### src/rtl/wv_pkg.sv
package wv_pkg;

  // control register slots inside the low half of the address space
  typedef enum logic [2:0] {
    SLOT_DAC  = 3'd0,
    SLOT_LEN  = 3'd1,
    SLOT_VOL  = 3'd2,
    SLOT_FLO  = 3'd3,
    SLOT_CTL  = 3'd4
  } wv_slot_e;

  // volume code to attenuated sample
  function automatic logic [3:0] wv_scale(input logic [3:0] smp, input logic [1:0] code);
    logic [3:0] r;
    case (code)
      2'd0:    r = 4'd0;
      2'd1:    r = smp;
      2'd2:    r = smp >> 1;
      default: r = smp >> 2;
    endcase
    return r;
  endfunction

  // pick a nibble of a RAM byte: even index -> upper half
  function automatic logic [3:0] wv_pick(input logic [7:0] b, input logic odd);
    return odd ? b[3:0] : b[7:4];
  endfunction

endpackage

### src/rtl/wv_regs.sv
module wv_regs
  import wv_pkg::*;
#(
  parameter int FREQ_W    = 11,
  parameter int RAM_BYTES = 16,
  localparam int RAM_AW   = $clog2(RAM_BYTES),
  localparam int ADDR_W   = RAM_AW + 1,
  localparam int HI_W     = FREQ_W - 8
) (
  input  logic              clk,
  input  logic              rst_n,
  input  logic              wr_en,
  input  logic [ADDR_W-1:0] addr,
  input  logic [7:0]        wdata,
  output logic [7:0]        rdata,
  // decoded fields
  output logic              dac_en,
  output logic [1:0]        vol,
  output logic [FREQ_W-1:0] freq,
  output logic              len_en,
  // write events
  output logic              trig,
  output logic [FREQ_W-1:0] trig_freq,
  output logic              len_load,
  output logic              dac_kill,
  // sequencer read port
  input  logic [ADDR_W-1:0] smp_idx,
  output logic [3:0]        smp_nib
);

  logic [7:0] ram [RAM_BYTES];

  logic              ram_sel;
  logic              ctl_sel;
  logic [2:0]        slot;
  logic [7:0]        flo_q;
  logic [HI_W-1:0]   fhi_q;

  assign ram_sel = addr[ADDR_W-1];
  assign slot    = addr[2:0];
  assign ctl_sel = !ram_sel && (addr[ADDR_W-2:3] == '0);

  logic wr_dac, wr_len, wr_vol, wr_flo, wr_ctl;
  assign wr_dac = wr_en && ctl_sel && (slot == SLOT_DAC);
  assign wr_len = wr_en && ctl_sel && (slot == SLOT_LEN);
  assign wr_vol = wr_en && ctl_sel && (slot == SLOT_VOL);
  assign wr_flo = wr_en && ctl_sel && (slot == SLOT_FLO);
  assign wr_ctl = wr_en && ctl_sel && (slot == SLOT_CTL);

  assign trig      = wr_ctl && wdata[7];
  assign trig_freq = {wdata[HI_W-1:0], flo_q};
  assign len_load  = wr_len;
  assign dac_kill  = wr_dac && !wdata[7];
  assign freq      = {fhi_q, flo_q};

  always_ff @(posedge clk) begin
    if (!rst_n) begin
      dac_en <= 1'b0;
      vol    <= 2'd0;
      flo_q  <= 8'd0;
      fhi_q  <= '0;
      len_en <= 1'b0;
    end else begin
      if (wr_dac) dac_en <= wdata[7];
      if (wr_vol) vol    <= wdata[6:5];
      if (wr_flo) flo_q  <= wdata;
      if (wr_ctl) begin
        fhi_q  <= wdata[HI_W-1:0];
        len_en <= wdata[6];
      end
    end
  end

  // sample storage: kept across reset
  always_ff @(posedge clk) begin
    if (wr_en && ram_sel) ram[addr[RAM_AW-1:0]] <= wdata;
  end

  assign smp_nib = wv_pick(ram[smp_idx[ADDR_W-1:1]], smp_idx[0]);

  always_comb begin
    rdata = 8'hFF;
    if (ram_sel) begin
      rdata = ram[addr[RAM_AW-1:0]];
    end else if (ctl_sel) begin
      case (slot)
        SLOT_DAC: rdata = {dac_en, 7'h7F};
        SLOT_VOL: rdata = {1'b1, vol, 5'h1F};
        SLOT_CTL: rdata = {1'b1, len_en, 6'h3F};
        default:  rdata = 8'hFF;
      endcase
    end
  end

  AST_DAC_FIELD: assert property (@(posedge clk) disable iff (!rst_n)
    wr_dac |=> dac_en == $past(wdata[7]));

endmodule

### src/rtl/wv_seq.sv
module wv_seq #(
  parameter int FREQ_W = 11,
  parameter int OFF_W  = 5,
  localparam int PER_W = FREQ_W + 1,
  localparam logic [PER_W-1:0] SPAN = PER_W'(1) << FREQ_W
) (
  input  logic              clk,
  input  logic              rst_n,
  input  logic              tick,
  input  logic              trig,
  input  logic [FREQ_W-1:0] trig_freq,
  input  logic [FREQ_W-1:0] freq,
  input  logic [3:0]        nib_in,
  output logic [OFF_W-1:0]  next_off,
  output logic [3:0]        sample,
  output logic              step
);

  logic [PER_W-1:0] per_q;
  logic [OFF_W-1:0] off_q;

  function automatic logic [PER_W-1:0] reload_of(input logic [FREQ_W-1:0] f);
    return SPAN - {1'b0, f};
  endfunction

  assign next_off = off_q + 1'b1;
  assign step     = tick && !trig && (per_q == PER_W'(1));

  always_ff @(posedge clk) begin
    if (!rst_n) begin
      per_q  <= '0;
      off_q  <= '0;
      sample <= 4'd0;
    end else if (trig) begin
      per_q <= reload_of(trig_freq);
      off_q <= '0;
    end else if (tick && per_q != '0) begin
      if (step) begin
        per_q  <= reload_of(freq);
        off_q  <= next_off;
        sample <= nib_in;
      end else begin
        per_q <= per_q - 1'b1;
      end
    end
  end

  AST_STEP_ADV: assert property (@(posedge clk) disable iff (!rst_n)
    step |=> off_q == OFF_W'($past(off_q) + 1'b1));
  AST_PER_RANGE: assert property (@(posedge clk) disable iff (!rst_n)
    per_q <= SPAN);
  AST_TRIG_LOAD: assert property (@(posedge clk) disable iff (!rst_n)
    trig |=> (off_q == '0) && (per_q == SPAN - {1'b0, $past(trig_freq)}));
  AST_TICK_ONLY: assert property (@(posedge clk) disable iff (!rst_n)
    !tick && !trig |=> per_q == $past(per_q));

endmodule

### src/rtl/wv_len.sv
module wv_len #(
  parameter int LEN_W = 8
) (
  input  logic             clk,
  input  logic             rst_n,
  input  logic             load,
  input  logic [LEN_W-1:0] load_val,
  input  logic             len_clk,
  input  logic             len_en,
  output logic             expire
);

  logic [LEN_W-1:0] len_q;
  logic             bump;

  assign bump   = len_clk && len_en && !load;
  assign expire = bump && (len_q == '1);

  always_ff @(posedge clk) begin
    if (!rst_n)     len_q <= '0;
    else if (load)  len_q <= load_val;
    else if (bump)  len_q <= len_q + 1'b1;
  end

  AST_LEN_WRAP: assert property (@(posedge clk) disable iff (!rst_n)
    expire |=> len_q == '0);
  AST_LEN_HOLD: assert property (@(posedge clk) disable iff (!rst_n)
    !load && !(len_clk && len_en) |=> len_q == $past(len_q));

endmodule

### src/rtl/wave_voice.sv
module wave_voice
  import wv_pkg::*;
#(
  parameter int FREQ_W    = 11,
  parameter int RAM_BYTES = 16,
  parameter int LEN_W     = 8,
  localparam int ADDR_W   = $clog2(RAM_BYTES) + 1
) (
  input  logic              clk,
  input  logic              rst_n,
  input  logic              reg_we,
  input  logic [ADDR_W-1:0] reg_addr,
  input  logic [7:0]        reg_wdata,
  output logic [7:0]        reg_rdata,
  input  logic              ch_tick,
  input  logic              len_tick,
  output logic [3:0]        voice_out
);

  logic              dac_en, len_en, trig, len_load, dac_kill, expire, step;
  logic [1:0]        vol;
  logic [FREQ_W-1:0] freq, trig_freq;
  logic [ADDR_W-1:0] next_off;
  logic [3:0]        nib, sample;
  logic              en_q;

  wv_regs #(.FREQ_W(FREQ_W), .RAM_BYTES(RAM_BYTES)) u_regs (
    .clk(clk), .rst_n(rst_n), .wr_en(reg_we), .addr(reg_addr),
    .wdata(reg_wdata), .rdata(reg_rdata), .dac_en(dac_en), .vol(vol),
    .freq(freq), .len_en(len_en), .trig(trig), .trig_freq(trig_freq),
    .len_load(len_load), .dac_kill(dac_kill), .smp_idx(next_off),
    .smp_nib(nib)
  );

  wv_seq #(.FREQ_W(FREQ_W), .OFF_W(ADDR_W)) u_seq (
    .clk(clk), .rst_n(rst_n), .tick(ch_tick), .trig(trig),
    .trig_freq(trig_freq), .freq(freq), .nib_in(nib),
    .next_off(next_off), .sample(sample), .step(step)
  );

  wv_len #(.LEN_W(LEN_W)) u_len (
    .clk(clk), .rst_n(rst_n), .load(len_load),
    .load_val(reg_wdata[LEN_W-1:0]), .len_clk(len_tick),
    .len_en(len_en), .expire(expire)
  );

  always_ff @(posedge clk) begin
    if (!rst_n)        en_q <= 1'b0;
    else if (dac_kill) en_q <= 1'b0;
    else if (trig)     en_q <= dac_en;
    else if (expire)   en_q <= 1'b0;
  end

  assign voice_out = en_q ? wv_scale(sample, vol) : 4'd0;

  AST_DAC_KILL: assert property (@(posedge clk) disable iff (!rst_n)
    dac_kill |=> !en_q);
  AST_LEN_STOP: assert property (@(posedge clk) disable iff (!rst_n)
    expire && !trig |=> !en_q);
  AST_TRIG_EN: assert property (@(posedge clk) disable iff (!rst_n)
    trig |=> en_q == $past(dac_en));
  AST_STEP_ON: assert property (@(posedge clk) disable iff (!rst_n)
    step && !dac_kill && !expire |=> en_q == $past(en_q));

endmodule

### config.mk
export PLATFORM = sky130hd
export DESIGN_NAME = wave_voice
export DESIGN_NICKNAME = d
export VERILOG_FILES = /design/src/rtl/wv_pkg.sv /design/src/rtl/wv_regs.sv /design/src/rtl/wv_seq.sv /design/src/rtl/wv_len.sv /design/src/rtl/wave_voice.sv
export SDC_FILE = /design/constraint.sdc
export NUM_CORES = 1
export LEC_CHECK = 0
export BUFFER_PORTS_ARGS = -buffer_cell sky130_fd_sc_hd__buf_2
export CORE_UTILIZATION = 56
export CTS_CLUSTER_DIAMETER = 80
export DETAILED_ROUTE_END_ITERATION = 12
export MAX_ROUTING_LAYER = met4
export PLACE_DENSITY = 0.76
export SLEW_MARGIN = 10
export SYNTH_ARGS = -nofsm -noshare
export SYNTH_HDL_FRONTEND = slang
export SYNTH_SLANG_ARGS = --single-unit
export TNS_END_PERCENT = 100
### constraint.sdc
create_clock -name clk -period 2.15 [get_ports clk]
set_input_delay 0.215 -clock clk [delete_from_list [all_inputs] [get_ports clk]]
set_output_delay 0.215 -clock clk [all_outputs]
set_load 0.02 [all_outputs]
Word-level counts from Yosys, hierarchy flattened --
Memory sizes are Yosys's and may differ from the RTL's. Index checks and enable logic that the tools add are counted.
Cells by class: $add $sub $neg 5, multiply operators 0, div/mod/pow operators 0, $lt $le $gt $ge 0, equal/unequal tests 8, shift operators 0, multiplexer cells 15, bitwise operators 3, reductions and logical operators 30
Operators by type and width (number):
- $mux 12 | 3
- $mux 8 | 4
- $pmux 8 s3 | 1
- $sub 12x11->12 const A | 2
- $logic_and 1x1->1 | 16
- $eq 12x1->1 const B | 1
- $pmux 4 s3 | 1
- $reduce_bool 12->1 | 1
- $sub 12x1->12 const B | 1
- $add 8x1->8 const B | 1
- $eq 8x8->1 const B | 1
- $mux 4 | 2
- $eq 3x2->1 const B | 2
- $reduce_bool 2->1 | 3
- $add 5x1->5 const B | 1
- $logic_not 1->1 | 4
- $mux 1 | 4
- $reduce_or 2->1 | 2
- $eq 3x1->1 const B | 1
- $eq 3x3->1 const B | 1
- $logic_not 3->1 | 1
- $not 1->1 | 3
- $reduce_and 3->1 | 1
- $eq 2x1->1 const B | 1
- other kinds (3) | 3
Storage, ports and cells: bits in registers 45, latch bits 0, memory bits (writable) 128, bits in read-only memories 0, memories 1
Memories:
- u_regs.ram | words 16, bits a word 8, read ports 2, clocked after Yosys merged registers in 0, write ports 1, RTL line wv_regs.sv:31 | logic [7:0] ram [RAM_BYTES];

Logic depth before layout (Yosys ltp) --
Gate-level depths: netlist of the first run.
depth after elaboration 11, depth in mapped cells 9, gate-level depth less buffers 8

Modules after synthesis --
A second synthesis of the first run with hierarchy kept.
Second synthesis, totals: cells, all modules 665, area total of the unflattened synthesis 9019.9 um^2
Modules (own cells, without submodules):
- wv_regs | times used 1, cells each 378, area an instance 6745.2 um^2, sequential area each 4144.0 um^2
- wv_seq | times used 1, cells each 218, area an instance 1702.9 um^2, sequential area each 420.4 um^2
- wv_len | times used 1, cells each 51, area an instance 447.9 um^2, sequential area each 160.2 um^2
- wave_voice | times used 1, cells each 18, area an instance 123.9 um^2, sequential area each 20.0 um^2

Worst setup path after synthesis of the first run --
No wires, ideal clock.
path type register to register, start reg u_seq.off_q[0], end reg u_seq.sample[2], arrival time 2.198 ns, required time 2.027 ns, path slack -0.171 ns, stages on the path, launching flop included 9, period minus slack after synthesis 2.321 ns, cell sequence dfxtp_1 -> ha_1 -> buf_2 -> nand3_1 -> xnor2_2 -> mux4_2 -> mux2_2 -> a211oi_1 -> a21oi_1
On the way: word-level cells in the longest chain between the ends 3
RTL lines:
- start, declared | RTL line wv_seq.sv:20 | logic [OFF_W-1:0] off_q;
- start signal, assigned | RTL line wv_seq.sv:40 | off_q <= next_off;
- $add 5x1->5 * | RTL line wv_seq.sv:26 | assign next_off = off_q + 1'b1;
- $mem_v2 16x8
- $mux 4 * | RTL line wv_pkg.sv:26 | return odd ? b[3:0] : b[7:4];
- end signal, assigned | RTL line wv_seq.sv:41 | sample <= nib_in;
- end, declared | RTL line wv_seq.sv:15 | output logic [3:0] sample,
Mark *: on every way between the ends. The rest lies on a longest branch, timed or not. A chain may end at the register's enable or synchronous reset.

==> results.cfg, run 1 <==
[flow_run]
cap_violations = 0

[logic_synthesis]
synth.yosys.seq_area_share = 0.532
syn_area_per_cell_um2 = 12.9
synth_top_area_cell = edfxtp_1
synthXorXnorAreaFrac = 0.0292
muxShareOfSynthArea = 0.186
async_flop_share = 0
synth_edf_count = 128
ys_types = 69
synth.area.top_cells = edfxtp_1 43%, mux4_2 15%, dfxtp_1 10%, mux2i_1 2.8%, nor2_1 2.8%
synth_compound_area_frac = 0.0901
synth_fp_nets = 715
synthAdderAreaFrac = 0.00842
synth_top_family_by_area = multiplexers
yosys_register_bits = 173
synth_ff_type = edfxtp_1
synth_top_cells_by_count = 128 x edfxtp_1, 66 x nor2_1, 61 x mux4_2
synth.most_common_cell = edfxtp_1
synthSimpleGateAreaFrac = 0.127
syn_inst = 691
synth_warnings = 0
yosysTopAreaCellShare = 0.431
syn-cell-area_um2 = 8910

[die]
rows = 45
coreArea_um2 = 15400
initial_utilization = 0.580
die_w_um = 128
pin_count = 30
dieHeight_um = 128
dieArea_um2 = 16400

[critical_path]
worstPathArrival_ps = 2190
critPathLaunchType = register
cp_data_required_time_ps = 1930
crit_path_end_kind = output port
worst-setup-path-type = reg2out
path_max_fanout = 2

[global_routing]
overflow = 0
grt_max_degree = 24
grt_pass1_wl_um = 36900
grt_antenna_before_repair = 0
grt_pass1_vias = 6602
track_usage = 0.319

[timing]
period_minus_slack_ps = 2400
hold_viol_final = 0
slew_viol_final = 0
tns_ps = -1570
slew_headroom = 0.593
finalWorstSetupSlack_ps = -252
rsz0062_at_grt = true
worst-slew-pin-transition_ps = 610
min_period_over_period = 1.12
finalSetupViolations = 8
skew_ps = 11.8
fmax_mhz = 416

[placed_design]
place_hpwl_um = 16700
portBuffers = 29
place_inst = 967
gp_congestion = 0.957
placed_area_um2 = 9840

[drt]
wirelength_um = 24300
dr.pass1.iters = 5
vias_per_cell = 6.56
vias = 6683
drc = 0
wl_per_cell_um = 23.8
first_iter_violations = 806
postRouteAntennaNets = 0

[clocking]
numCtsBuffers = 17
insertion_delay_ps = 430
cts_tree = built
cts_num_sinks = 173
root_buffer = clkbuf_16
cts_max_level = 4
clkTransAtPathRegs_ps = 60
clockBufferDepth = 2

[run_status]
status = finished with violations
violations = negative setup slack

[finish]
area_growth_pct = 20.4
final_area_um2 = 10700
nFillCells = 1009
nets = 819
final_layout_size_suffix_gt1_frac = 0.323
utilization = 0.698
diodes = 0
instances_no_fill = 1019

[power_and_ir_drop]
seq_power_share = 0.430
power.share.clock = 0.312
powerDensity_nw_per_um2 = 842
max-vdd-ir-drop_v = 0.000667
p_comb_frac = 0.258
intPower_mw = 6.39
power.switching_mw = 2.65
switching_share = 0.293
leakage_nw = 3.72
power_mw = 9.04

[hold_path]
worstHoldPathType = in2reg
cell families (layout without fill, tap and decap cells):
family / after synthesis / after routing
xor gates and xnor gates: 28 / 28
AOI/OAI and AO/OA: 114 / 114
buffers and inverters: 53 / 170
muxes: 89 / 89
adders and majority gates: 6 / 6
DFF: 173 / 173
and+or+nand+nor: 228 / 228
per-layer routing:
layer  vias to the layer above  global-route usage  routed length, um
met5                         -                   -                  0
met4                         0               0.128                773
met3                        62              0.0705               2130
met2                       383               0.518              12000
met1                      3320               0.390               9310
li1                       2918                   -                  -
stage by stage:
step	setup slack, ps	hold WS, ps
finish	-252	173
global route	-279	171
CTS	-235	158
detailed placement	-132	491
global placement	-41.4	470
floorplan	-16.4	314
sequential cells by signal, indices dropped and copies added, names as in the netlist, 2 cells and up:
signal,flops
u_regs.ram,128
u_seq.per_q,12
u_len.len_q,8
u_regs.flo_q,8
u_seq.off_q,5
u_seq.sample,4
u_regs.fhi_q,3
u_regs.vol,2
cells in the final DEF (no fill, tap or decap), drive strengths merged, types with 9 or more instances in the layout:
| cell type | synthesis | layout |
|---|---|---|
| nand3 | 23 | 23 |
| nor2 | 67 | 67 |
| mux4 | 61 | 61 |
| edfxtp | 128 | 128 |
| a21oi | 28 | 28 |
| inv | 10 | 16 |
| nand2b | 13 | 13 |
| o21ai | 16 | 16 |
| nand2 | 54 | 54 |
| clkbuf | 21 | 21 |
| mux2i | 25 | 25 |
| xnor2 | 19 | 19 |
| buf | 22 | 128 |
| nor3 | 18 | 18 |
| xor2 | 9 | 9 |
| dfxtp | 45 | 45 |
| a211oi | 15 | 15 |
power by group through the flow:
stage | clock (mW) | combinational [mW] | sequential (mW)
floorplan | 0 | 1.41 | 3.93
global placement | 0 | 2.01 | 3.93
detailed placement | 0 | 2.07 | 3.94
CTS | 2.84 | 2.17 | 3.87
global route | 2.97 | 2.51 | 3.91
finish | 2.82 | 2.33 | 3.89
timing repair:
item	CTS	global route
hold buffers	0	0
pin swaps	1	7
buffers inserted	7	13
gates resized for setup	20	24
endpoints found under the setup margin	18	23
worst max-delay path: stages (launching register included):
cell,delay (ps)
edfxtp_1,400
mux4_2,500
mux4_2,510
o32a_1,210
buf_6,140
path summary, 6_finish.rpt:
kind / depth (start not counted) / slack, ps / to / from
hold reg to reg: 2 / 510 / u_regs.fhi_q[1] / u_regs.fhi_q[1]
setup reg to reg: 7 / 40 / u_seq.per_q[7] / u_seq.per_q[4]
hold / removal: 3 / 170 / u_seq.sample[2] / rst_n
setup / recovery: 4 / -250 / reg_rdata[6] / u_regs.ram[15][6]
cell type report:
cell class | instances | area, um^2 | area share
tap | 211 | 264 | 0.0246
timing repair buffer | 128 | 1040 | 0.0969
inverter | 10 | 37.5 | 0.00350
sequential | 173 | 4750 | 0.443
clock buffer | 21 | 473 | 0.0441
clock inverter | 11 | 63.8 | 0.00595
multi-input combinational | 465 | 4100 | 0.382
(Power assumes the default switching activity.)
==> run 2, diff against run 1 <==
--- a/config.mk
+++ b/config.mk
@@ -6,6 +6,8 @@
 export NUM_CORES = 1
 export LEC_CHECK = 0
 export BUFFER_PORTS_ARGS = -buffer_cell sky130_fd_sc_hd__buf_2
+export CORE_ASPECT_RATIO = 2
+export CORE_MARGIN = 2
 export CORE_UTILIZATION = 56
 export CTS_CLUSTER_DIAMETER = 80
 export DETAILED_ROUTE_END_ITERATION = 12
@@ -14,5 +16,6 @@
 export SLEW_MARGIN = 10
 export SYNTH_ARGS = -nofsm -noshare
 export SYNTH_HDL_FRONTEND = slang
+export SYNTH_HIERARCHICAL = 1
 export SYNTH_SLANG_ARGS = --single-unit
 export TNS_END_PERCENT = 100
==> run 2 against run 1 <==
The flow still finishes with violations (negative setup slack). Flip-flop and latch count stayed put. Design area grew 3.4%. Utilization grew 0.50 points. Wire length is 6.3% higher. Setup slack better by 33 ps. Sequential share of layout area fell by 1.4 points. Largest cell class unchanged. Clock power rose by 11%. Critical path type unchanged. Non-clock buffer count up 5. Via count rose by 0.33%. Sequential power shrank 1%. Register-to-register slack got worse by 70 ps. Highest routed layer unchanged. Critical endpoint is now reg_rdata[1]. Fmax up 1.4%.
==> results.cfg, run 2 <==
[critical_path]
crit_chain = mux4_2, mux4_2, nand2b_1, buf_6
worst-setup-path-type = reg2out
critPathLaunchType = register
r2r_cells = 9
cp_data_required_time_ps = 1930
endpoint = reg_rdata[1]
path_max_fanout = 2
cp.depth = 4
max_stage_delay_ps = 510
cp_common_cell = mux4_2
r2r_slack_ps = -30
crit_family = multiplexers
cp_slowest_cell = mux4_2
worstPathArrival_ps = 2150
rr_endpoint = u_seq/sample[1]
startpoint = u_regs/ram[13][1]
rr_startpoint = u_seq/off_q[0]
crit_path_end_kind = output port
crit_buf_inv = 1

[clocking]
hold_buffers = 0
root_buffer = clkbuf_16
cts_num_sinks = 173
numCtsBuffers = 17
clockBufferDepth = 2
cts_tree = built
cts_max_level = 4
insertion_delay_ps = 430
clkTransAtPathRegs_ps = 70

[timing]
tns_ps = -1080
min_period_over_period = 1.10
finalSetupViolations = 8
period_minus_slack_ps = 2370
rsz0062_at_grt = true
slew_headroom = 0.621
worst-slew-pin-transition_ps = 568
hold_viol_final = 0
fmax_mhz = 422
slew_viol_final = 0
finalWorstSetupSlack_ps = -219
skew_ps = 7.97

[finish]
diodes = 0
nets = 793
layout_common_cells = 128 x edfxtp_1, 90 x buf_4, 68 x mux4_2
final_area_um2 = 11100
layout_commonest_cell = edfxtp_1
largest_register_ffs = 128
area_growth_pct = 23.0
final_layout_size_suffix_gt1_frac = 0.378

[logic_synthesis]
synth_warnings = 6
syn_inst = 665
synth.yosys.seq_area_share = 0.526
synth.most_common_cell = edfxtp_1
syn_area_per_cell_um2 = 13.6
synth_edf_count = 128
synth_top_area_cell = edfxtp_1
synth_ff_type = edfxtp_1
yosysTopAreaCellShare = 0.426
syn-cell-area_um2 = 9020
synth_fp_nets = 690
async_flop_share = 0
yosys_register_bits = 173
synth_top_cells_by_count = 128 x edfxtp_1, 68 x mux4_2, 45 x dfxtp_1
synth.area.top_cells = edfxtp_1 43%, mux4_2 17%, dfxtp_1 10%, mux2i_1 2.1%, xnor2_1 1.7%
ys_types = 69

[drt]
wirelength_um = 25800
vias_per_cell = 6.83
vias = 6705
first_iter_violations = 542
postRouteAntennaNets = 0
dr.pass1.iters = 5
drc = 0
wl_per_cell_um = 26.2

[die]
die_w_um = 93.7
dieHeight_um = 183
pin_count = 30
initial_utilization = 0.572
rows = 65
dieArea_um2 = 17200
coreArea_um2 = 15800

[global_routing]
grt_antenna_before_repair = 0
grt_max_degree = 26
grt_pass1_wl_um = 38700
track_usage = 0.317
grt_pass1_vias = 6855
overflow = 0

[placed_design]
place_hpwl_um = 18100
placed_area_um2 = 9920
portBuffers = 29
gp_congestion = 0.968

[run_status]
status = finished with violations
violations = negative setup slack

[flow_run]
cap_violations = 0

[power_and_ir_drop]
leakage_nw = 3.81
max-vdd-ir-drop_v = 0.000819
powerDensity_nw_per_um2 = 828

[hold_path]
worstHoldPathType = in2reg
hold_depth = 2
## run 2: cell types whose count changed after synthesis, moves of 12 or more
cell / delta
a211oi_1: -13
buf_4: +15
nand2_1: -19
nor2_1: -31
nor2b_1: +12
o22ai_1: +16
## run 2: kinds of logic after synthesis
family | Yosys count | synth area share
mux | 88 | 0.192
simple gates | 202 | 0.127
flops | 173 | 0.526
fa+ha+maj | 7 | 0.00971
compound gates | 101 | 0.0799
buf+inv | 67 | 0.0386
xor+xnor | 27 | 0.0262
## run 2: final cells by class
type / count / area, um^2
sequential: 173 / 4750
fill: 1055 / 4690
multi-input combinational: 425 / 4310
timing repair buffer: 133 / 1110
clock buffer: 17 / 425
tap: 201 / 251
clock inverter: 15 / 178
inverter: 18 / 67.6
## run 2: routing by layer
layer,global-route usage,part of all wire,up-vias
li1,-,-,2846
met1,0.324,0.32,3355
met2,0.554,0.57,395
met3,0.0447,0.055,109
met4,0.204,0.061,0
met5,-,0,-
## run 2: worst min-delay path by stage
stage / start / endpoint / slack, ps
final: rst_n / u_seq/per_q[0] / 150
after global routing: rst_n / u_seq/per_q[0] / 150
after CTS: rst_n / u_seq/per_q[0] / 130
after detailed placement: u_seq/sample[1] / u_seq/sample[1] / 480
after global placement: u_seq/sample[1] / u_seq/sample[1] / 460
after floorplan: reg_wdata[0] / u_regs/ram[0][0] / 310
## run 2: repair_timing
item	4_1_cts	5_1_grt
pin swaps	4	13
cloned	2	0
setup endpoints to repair	12	19
gates resized for setup	36	40
setup buffers	8	12
endpoints found under the hold margin	0	0
## run 2: power by group
group / switching (mW) / internal (mW) / total, mW / leakage [nW]
combinational: 1.16 / 1.04 / 2.20 / 2.00
sequential: 0.140 / 3.71 / 3.85 / 1.52
clock: 1.37 / 1.76 / 3.13 / 0.294
## run 2: through the flow
stage | power, mW | setup WS, ps | utilization | cells | hold slack, ps
floorplan | 5.18 | -80.2 | - | 665 | 314
global placement | 5.79 | -106 | 0.629 | 929 | 456
detailed placement | 5.88 | -150 | 0.629 | 929 | 476
CTS | 9.03 | -197 | 0.686 | 971 | 126
global route | 9.51 | -274 | 0.703 | 982 | 145
finish | 9.18 | -219 | 0.703 | 982 | 145
## run 2: worst reg2reg max path: stages (launching register included)
cell     delay (ps)
dfxtp_4         370
ha_4            180
xor2_4          220
buf_6           150
buf_12          140
mux4_2          540
o22ai_4         210
nor4_4           70
nand2_1          80
a21oi_1          70
